**src/rtl/host_ind_bridge.sv**
```systemverilog
module host_ind_bridge #(
  parameter int AW = 19,
  parameter int DW = 16,
  parameter int unsigned MEM_TOP = 32'h3FFFF
) (
  input  logic          clk,
  input  logic          rst_n,
  input  logic          cs_n,
  input  logic          rd_n,
  input  logic          wr_n,
  input  logic          dsel,
  input  logic [DW-1:0] hd_i,
  output logic [DW-1:0] hd_o,
  output logic          hd_oe,
  output logic          bus_req,
  output logic          bus_we,
  output logic          bus_mem,
  output logic          bus_wide,
  output logic [AW-1:0] bus_addr,
  output logic [DW-1:0] bus_wdata,
  input  logic [DW-1:0] bus_rdata
);
  localparam int HW = AW - 8;
  localparam logic [AW:0] TOP_X = (AW+1)'(MEM_TOP);
  localparam logic [7:0] WORD_CODE = 8'h01;

  typedef enum logic [1:0] {PH_HI, PH_LO, PH_DATA} ph_t;

  ph_t           phase;
  logic          cs_q, mem_q, wide, first, rd_pend;
  logic [AW-1:0] cnt, cnt_nx;
  logic [AW:0]   sum;
  logic [DW-1:0] pbuf;
  logic          stb, wr_stb, rd_stb, cmd_wr, dat_wr, dat_rd;

  assign stb    = cs_q & ~cs_n;
  assign wr_stb = stb & ~wr_n;
  assign rd_stb = stb & ~rd_n & wr_n;
  assign cmd_wr = wr_stb & ~dsel;
  assign dat_wr = wr_stb & dsel & (phase == PH_DATA);
  assign dat_rd = rd_stb & dsel & (phase == PH_DATA);

  assign sum    = {1'b0, cnt} + (wide ? (AW+1)'(2) : (AW+1)'(1));
  assign cnt_nx = (mem_q && sum > TOP_X) ? '0 : sum[AW-1:0];

  assign bus_mem  = mem_q;
  assign bus_wide = wide;
  assign hd_oe    = ~cs_n & ~rd_n;

  always_ff @(posedge clk) begin
    if (!rst_n) begin
      cs_q      <= 1'b1;
      phase     <= PH_HI;
      mem_q     <= 1'b0;
      wide      <= 1'b0;
      first     <= 1'b1;
      cnt       <= '0;
      pbuf      <= '0;
      rd_pend   <= 1'b0;
      hd_o      <= '0;
      bus_req   <= 1'b0;
      bus_we    <= 1'b0;
      bus_addr  <= '0;
      bus_wdata <= '0;
    end else begin
      cs_q    <= cs_n;
      bus_req <= 1'b0;
      rd_pend <= bus_req & ~bus_we;
      if (rd_pend)
        pbuf <= wide ? bus_rdata : {{(DW-8){1'b0}}, bus_rdata[7:0]};

      if (cmd_wr) begin
        if (phase == PH_LO) begin
          cnt[7:0] <= hd_i[15:8];
          wide     <= (hd_i[7:0] == WORD_CODE);
          phase    <= PH_DATA;
          first    <= 1'b1;
        end else begin
          mem_q       <= hd_i[DW-1];
          cnt[AW-1:8] <= hd_i[HW-1:0];
          phase       <= PH_LO;
        end
      end

      if (dat_wr) begin
        bus_req   <= 1'b1;
        bus_we    <= 1'b1;
        bus_addr  <= cnt;
        bus_wdata <= hd_i;
        cnt       <= cnt_nx;
        first     <= 1'b1;
      end

      if (rd_stb) begin
        if (dat_rd) begin
          hd_o     <= first ? '0 : pbuf;
          bus_req  <= 1'b1;
          bus_we   <= 1'b0;
          bus_addr <= cnt;
          cnt      <= cnt_nx;
          first    <= 1'b0;
        end else begin
          hd_o <= '0;
        end
      end
    end
  end

  logic [AW:0] req_end;
  assign req_end = {1'b0, bus_addr} + (bus_wide ? (AW+1)'(2) : (AW+1)'(1));

  p_one_req_r2: assert property (@(posedge clk) disable iff (!rst_n)
    bus_req |=> !bus_req);

  p_req_in_data_r9: assert property (@(posedge clk) disable iff (!rst_n)
    bus_req |-> phase == PH_DATA);

  p_wrap_r6: assert property (@(posedge clk) disable iff (!rst_n)
    (bus_req && bus_mem && req_end > TOP_X) |-> cnt == '0);

  p_step_r5: assert property (@(posedge clk) disable iff (!rst_n)
    (bus_req && !(bus_mem && req_end > TOP_X)) |-> cnt == req_end[AW-1:0]);

  p_dummy_armed_r7: assert property (@(posedge clk) disable iff (!rst_n)
    $rose(phase == PH_DATA) |-> first);

  p_ignored_read_r9: assert property (@(posedge clk) disable iff (!rst_n)
    (stb && !rd_n && wr_n && phase != PH_DATA) |=> hd_o == '0);
endmodule

```
**config.mk**
```make
export PLATFORM = sky130hd
export DESIGN_NAME = host_ind_bridge
export DESIGN_NICKNAME = d
export VERILOG_FILES = /design/src/rtl/host_ind_bridge.sv
export SDC_FILE = /design/constraint.sdc
export NUM_CORES = 1
export LEC_CHECK = 0
export BUFFER_PORTS_ARGS = -buffer_cell sky130_fd_sc_hd__buf_2
export CAP_MARGIN = 20
export CORE_MARGIN = 2
export CORE_UTILIZATION = 36
export DETAILED_ROUTE_END_ITERATION = 10
export SLEW_MARGIN = 25
export SYNTH_ARGS = -nofsm -noshare
export SYNTH_HDL_FRONTEND = slang
export SYNTH_SLANG_ARGS = --single-unit
```
**constraint.sdc**
```tcl
create_clock -name clk -period 2.3 [get_ports clk]
set_input_delay 0.46 -clock clk [delete_from_list [all_inputs] [get_ports clk]]
set_output_delay 0.46 -clock clk [all_outputs]
set_load 0.1 [all_outputs]
```
; Yosys cells after proc, flatten, opt, wreduce, memory -nomap -nowiden
; Index checks and enable logic that the tools add are counted.
; Widths: inputs -> output; s select.
[op_classes]
n_addsub = 1
muxes = 26
order_cmp = 1
n_bitwise = 17
eq_ne = 3
reduce_logical = 3
[op_table]
columns = operator, count
row1 = $mux 19, 8
row2 = $mux 16, 3
row3 = $add 19x20->20, 1
row4 = $gt 20x18->1 const B, 1
row5 = $and 1x1->1, 11
row6 = $mux 1, 11
row7 = $mux 11, 1
row8 = $eq 8x1->1 const B, 1
row9 = $mux 8, 1
row10 = $not 1->1, 6
row11 = $mux 2, 2
row12 = $reduce_and 2->1, 2
row13 = $eq 2x1->1 const B, 1
row14 = $eq 2x2->1 const B, 1
row15 = $logic_and 1x1->1, 1
[totals]
ff_bits = 95
wordCells = 64

; Logic depth before layout (Yosys ltp)
[logic_depth]
depth_word = 8
depth_mapped = 11
depth_no_buf = 9

; Worst setup path after synthesis
; OpenSTA, ideal clock, no wires.
[synth_timing]
path_type = register -> register
start = reg wide, in the netlist bus_wide
end = reg cnt[16]
path_stages_with_launch = 10
path_buffers = 2
setup_time_ns = 0.122
setup_slack_ns = -0.724
arrival_time_ns = 2.902
cell_sequence = dfxtp_1 inv_1 fa_1 and4b_1 buf_4 nand3_4 o21ba_1 clkbuf_1 a2bb2oi_1 a221o_1
[synth_via]
elab_chain_len = 8
[synth_lines]
columns = element, line_no
row1 = from (decl), 30  ; logic cs_q, mem_q, wide, first, rd_pend;
row2 = from (signal assigned), 75  ; wide <= (hd_i[7:0] == WORD_CODE);
row3 = $mux 2 (*), n/a
row4 = $add 19x20->20 (*), 43  ; assign sum = {1'b0, cnt} + (wide ? (AW+1)'(2) : (AW+1)'(1));
row5 = $gt 20x18->1, 44  ; assign cnt_nx = (mem_q && sum > TOP_X) ? '0 : sum[AW-1:0];
row6 = $logic_and 1x1->1, 44
row7 = $mux 19 (*), 44
row8 = $mux 19, 85  ; if (dat_wr) begin
row9 = $mux 19, 95  ; if (dat_rd) begin
row10 = $mux 19 (*), 94  ; if (rd_stb) begin
row11 = "to (signal, indexed assignment)", 80  ; cnt[AW-1:8] <= hd_i[HW-1:0];
row12 = to (signal assigned), 90  ; cnt <= cnt_nx;
row13 = to (signal assigned), 100  ; cnt <= cnt_nx;
row14 = to (decl), 31  ; logic [AW-1:0] cnt, cnt_nx;
; Every way passes the cells marked *; elsewhere a longest branch is shown, timed or not.
; A chain may end at the register's enable or synchronous reset.

; Final worst setup path
; Same ends and word-level chain as after synthesis.

==> results.json <==
{
  "status": "finished clean",
  "wl_mm": 10.88,
  "diodes": 0,
  "clockBufferDepth": 2,
  "first_iter_violations": 230,
  "cpPeakStageDelay_ps": 480,
  "required_ps": 2630,
  "hold_slack_ps": 311.6,
  "clk_latency_ps": 390,
  "pre_cts_slack_ps": 21.17,
  "finalCriticalPeriod_ps": 2228,
  "design_area_um2": 4974,
  "synth_xor_area_share_pct": 2.192,
  "dieArea_um2": 11960,
  "final_cell_mix": "dfxtp_1 (93), buf_2 (93), nand2_1 (90), a21oi_1 (47), nor2_1 (38)",
  "synth_top_area_share_pct": 47.60,
  "powerDensity_nw_per_um2": 599.3,
  "fmax_mhz": 448.9,
  "grt_pass1_wl_mm": 17.04,
  "portBuffers": 93,
  "nets": 597,
  "seqPwrFrac_pct": 55.9,
  "p_leak_nw": 2.045,
  "swShare_pct": 24.48,
  "fin_cells": 701,
  "yosys.area.top_type": "dfxtp_1",
  "synthCells": 456,
  "rsz0062_at_grt": "true",
  "cts.clk_slew.worst_paths_ps": 100,
  "setup_viol": 0,
  "arrival_ps": 2560,
  "pwr-share-clk_pct": 39.0,
  "ios": 94,
  "synth_edf_count": 0,
  "crit_path_max_fanout": 4,
  "worstSetupPathType": "reg2reg",
  "cts.sink_count": 95,
  "cts_buffers": 9,
  "dpl-instance-area_um2": 4726,
  "slowest_stage": "or4_1",
  "syn2layout_area_growth_pct": 24.49,
  "hpwl_mm": 7.772,
  "cts_tree": "yes",
  "fin_crit_sh_pct": 96.85,
  "start_util_pct": 36.85,
  "ys_ff_latch": 95,
  "ys.flop_type": "dfxtp_1",
  "ant_nets": 0,
  "synth_fa_ha_area_share_pct": 1.127,
  "core_um2": 10840,
  "synth-simple-area-share_pct": 23.30,
  "grt_overflow": 0,
  "num_rows": 38,
  "setup_ws_ps": 72.40,
  "first_global_vias": 3298,
  "p_comb_share_pct": 5.2,
  "wl_per_cell_um": 15.53,
  "ys_warn_count": 0,
  "intPower_mw": 2.251,
  "slew_violations": 0,
  "synth_fp_nets": 497,
  "syn_avg_cell_area_um2": 8.761,
  "hp-class": "in2reg",
  "synthArstFlopShare_pct": 0,
  "relSlewSlack_pct": 61.62,
  "critPathCaptureType": "register",
  "fillers": 1103,
  "drt-pass1-iter-count": 5,
  "synth_compound_area_share_pct": 16.85,
  "dp_cells": 684,
  "peakVddDrop_v": 0.0003829,
  "syn-cell-area_um2": 3995,
  "synth.mux.area_fraction_pct": 5.262,
  "critPathLaunchType": "register",
  "switching_power_mw": 0.7296,
  "synth_cell_type_count": 56,
  "synth_top_family_by_area": "simple AND/OR/NAND/NOR gates",
  "die_y_um": 109.3,
  "hold_viol_final": 0,
  "cts_root_buf": "clkbuf_8",
  "seq_area_frac_synth_pct": 47.60,
  "drive_gt1_share_pct": 27.63,
  "cap_violations": 0,
  "antenna_found_initial": 0,
  "track_usage_pct": 18.64,
  "worst_pin_slew_ps": 575.7,
  "ctsHoldBuffers": 0,
  "path_cells": "inv_4 -> ha_4 -> inv_2 -> fa_2 -> and4b_2 -> nand3_1 -> or4_1 -> a2bb2oi_1 -> a221o_1",
  "gp_congestion": 0.9189,
  "h-tree-depth": 3,
  "vias_per_cell": 5.130,
  "clock_skew_ps": 17.96,
  "power.total_mw": 2.981,
  "route.detailed.drc": 0,
  "die_w_um": 109.3,
  "synth.area.top_cells": "dfxtp_1 (48%), nand2_1 (8.5%), a21oi_1 (5.9%), mux2i_1 (5.3%), a22oi_1 (3.9%)",
  "num_vias": 3596,
  "grt_max_degree": 79
}
==> repair_timing <==
action                     in CTS  in global routing
pin swaps                       0                  1
setup endpoints to repair       1                 11
setup buffers                   0                  1
resized for setup               1                  4
hold endpoints to repair        0                  0
==> registers in the layout, summed over array words and instances (netlist names) <==
| register | cells |
|---|---|
| hd_o | 16 |
| cs_q | 1 |
| bus_we | 1 |
| bus_wide | 1 |
| phase | 2 |
| bus_mem | 1 |
| pbuf | 16 |
| bus_req | 1 |
| first | 1 |
| cnt | 19 |
| rd_pend | 1 |
| bus_addr | 19 |
| bus_wdata | 16 |
==> metal layers <==
| metal | vias up | part of all wire (%) | track usage [%] |
|---|---|---|---|
| li1 | 1795 | - | - |
| met4 | 0 | 1.4 | 6.239 |
| met5 | - | 0 | 0 |
| met2 | 94 | 44 | 27.38 |
| met3 | 12 | 6.7 | 5.928 |
| met1 | 1695 | 48 | 25.81 |
==> per-stage QoR <==
stage               TNS [ps]  util [%]
CTS                        0     45.51
detailed placement         0     43.59
floorplan             -45.61         -
global route          -6.255     45.88
finish                     0     45.88
global placement           0     43.59
==> final timing paths <==
path / start / slack [ps] / end / depth (start not counted)
min: bus_rdata[11] / 310 / pbuf[11] / 3
max reg2reg: bus_wide / 70 / cnt[16] / 9
min reg2reg: bus_we / 450 / rd_pend / 1
max: bus_wide / 70 / cnt[16] / 9
==> synthesized netlist by cell type, drive strengths merged, types with 2 or more instances <==
cell,n
nor2,39
inv,5
o21ai,5
nand2,91
xor2,8
nor3b,6
o31ai,2
dfxtp,95
buf,10
a22oi,21
mux2i,21
nor2b,9
nand4,4
or3,2
o22ai,11
a21oi,48
xnor2,2
nand2b,2
o32ai,6
nor3,7
clkbuf,19
nor4,2
and3,2
and4,6
nand3,10
nor4b,3
ha,2
==> critical path: cells and delay by family, from the launching register on <==
kind	cells	cell delay, ps
and+or+nand+nor	3	970
adders and majority gates	2	470
DFF	1	360
AOI/OAI and AO/OA	2	270
buffers and inverters	2	110
==> power by group through the flow <==
stage	Sequential, mW	Clock, mW	Combinational, mW
final	1.67	1.16	0.154
after global routing	1.67	1.26	0.166
after CTS	1.66	1.20	0.153
after detailed placement	1.70	0	0.152
after global placement	1.70	0	0.151
after floorplan	1.70	0	0.0723
==> layout make-up <==
class                      count  area (um^2)  share of cell area [%]
inverter                       6        25.02                  0.5031
clock inverter                 5        65.06                   1.308
timing repair buffer         118        678.2                   13.64
sequential                    95         1907                   38.34
multi-input combinational    326         1982                   39.85
tap                          140        175.2                   3.522
clock buffer                  11        141.4                   2.843
==> cells by family (layout without fill, tap and decap cells) <==
group	Yosys count	in the layout
multiplexers	21	21
buffers and inverters	35	140
AO/OA/AOI/OAI	101	101
adder cells (fa/ha/maj)	3	3
flip-flops	95	95
AND/OR/NAND/NOR	191	191
XOR/XNOR	10	10
Power figures use the tool's default switching activity.
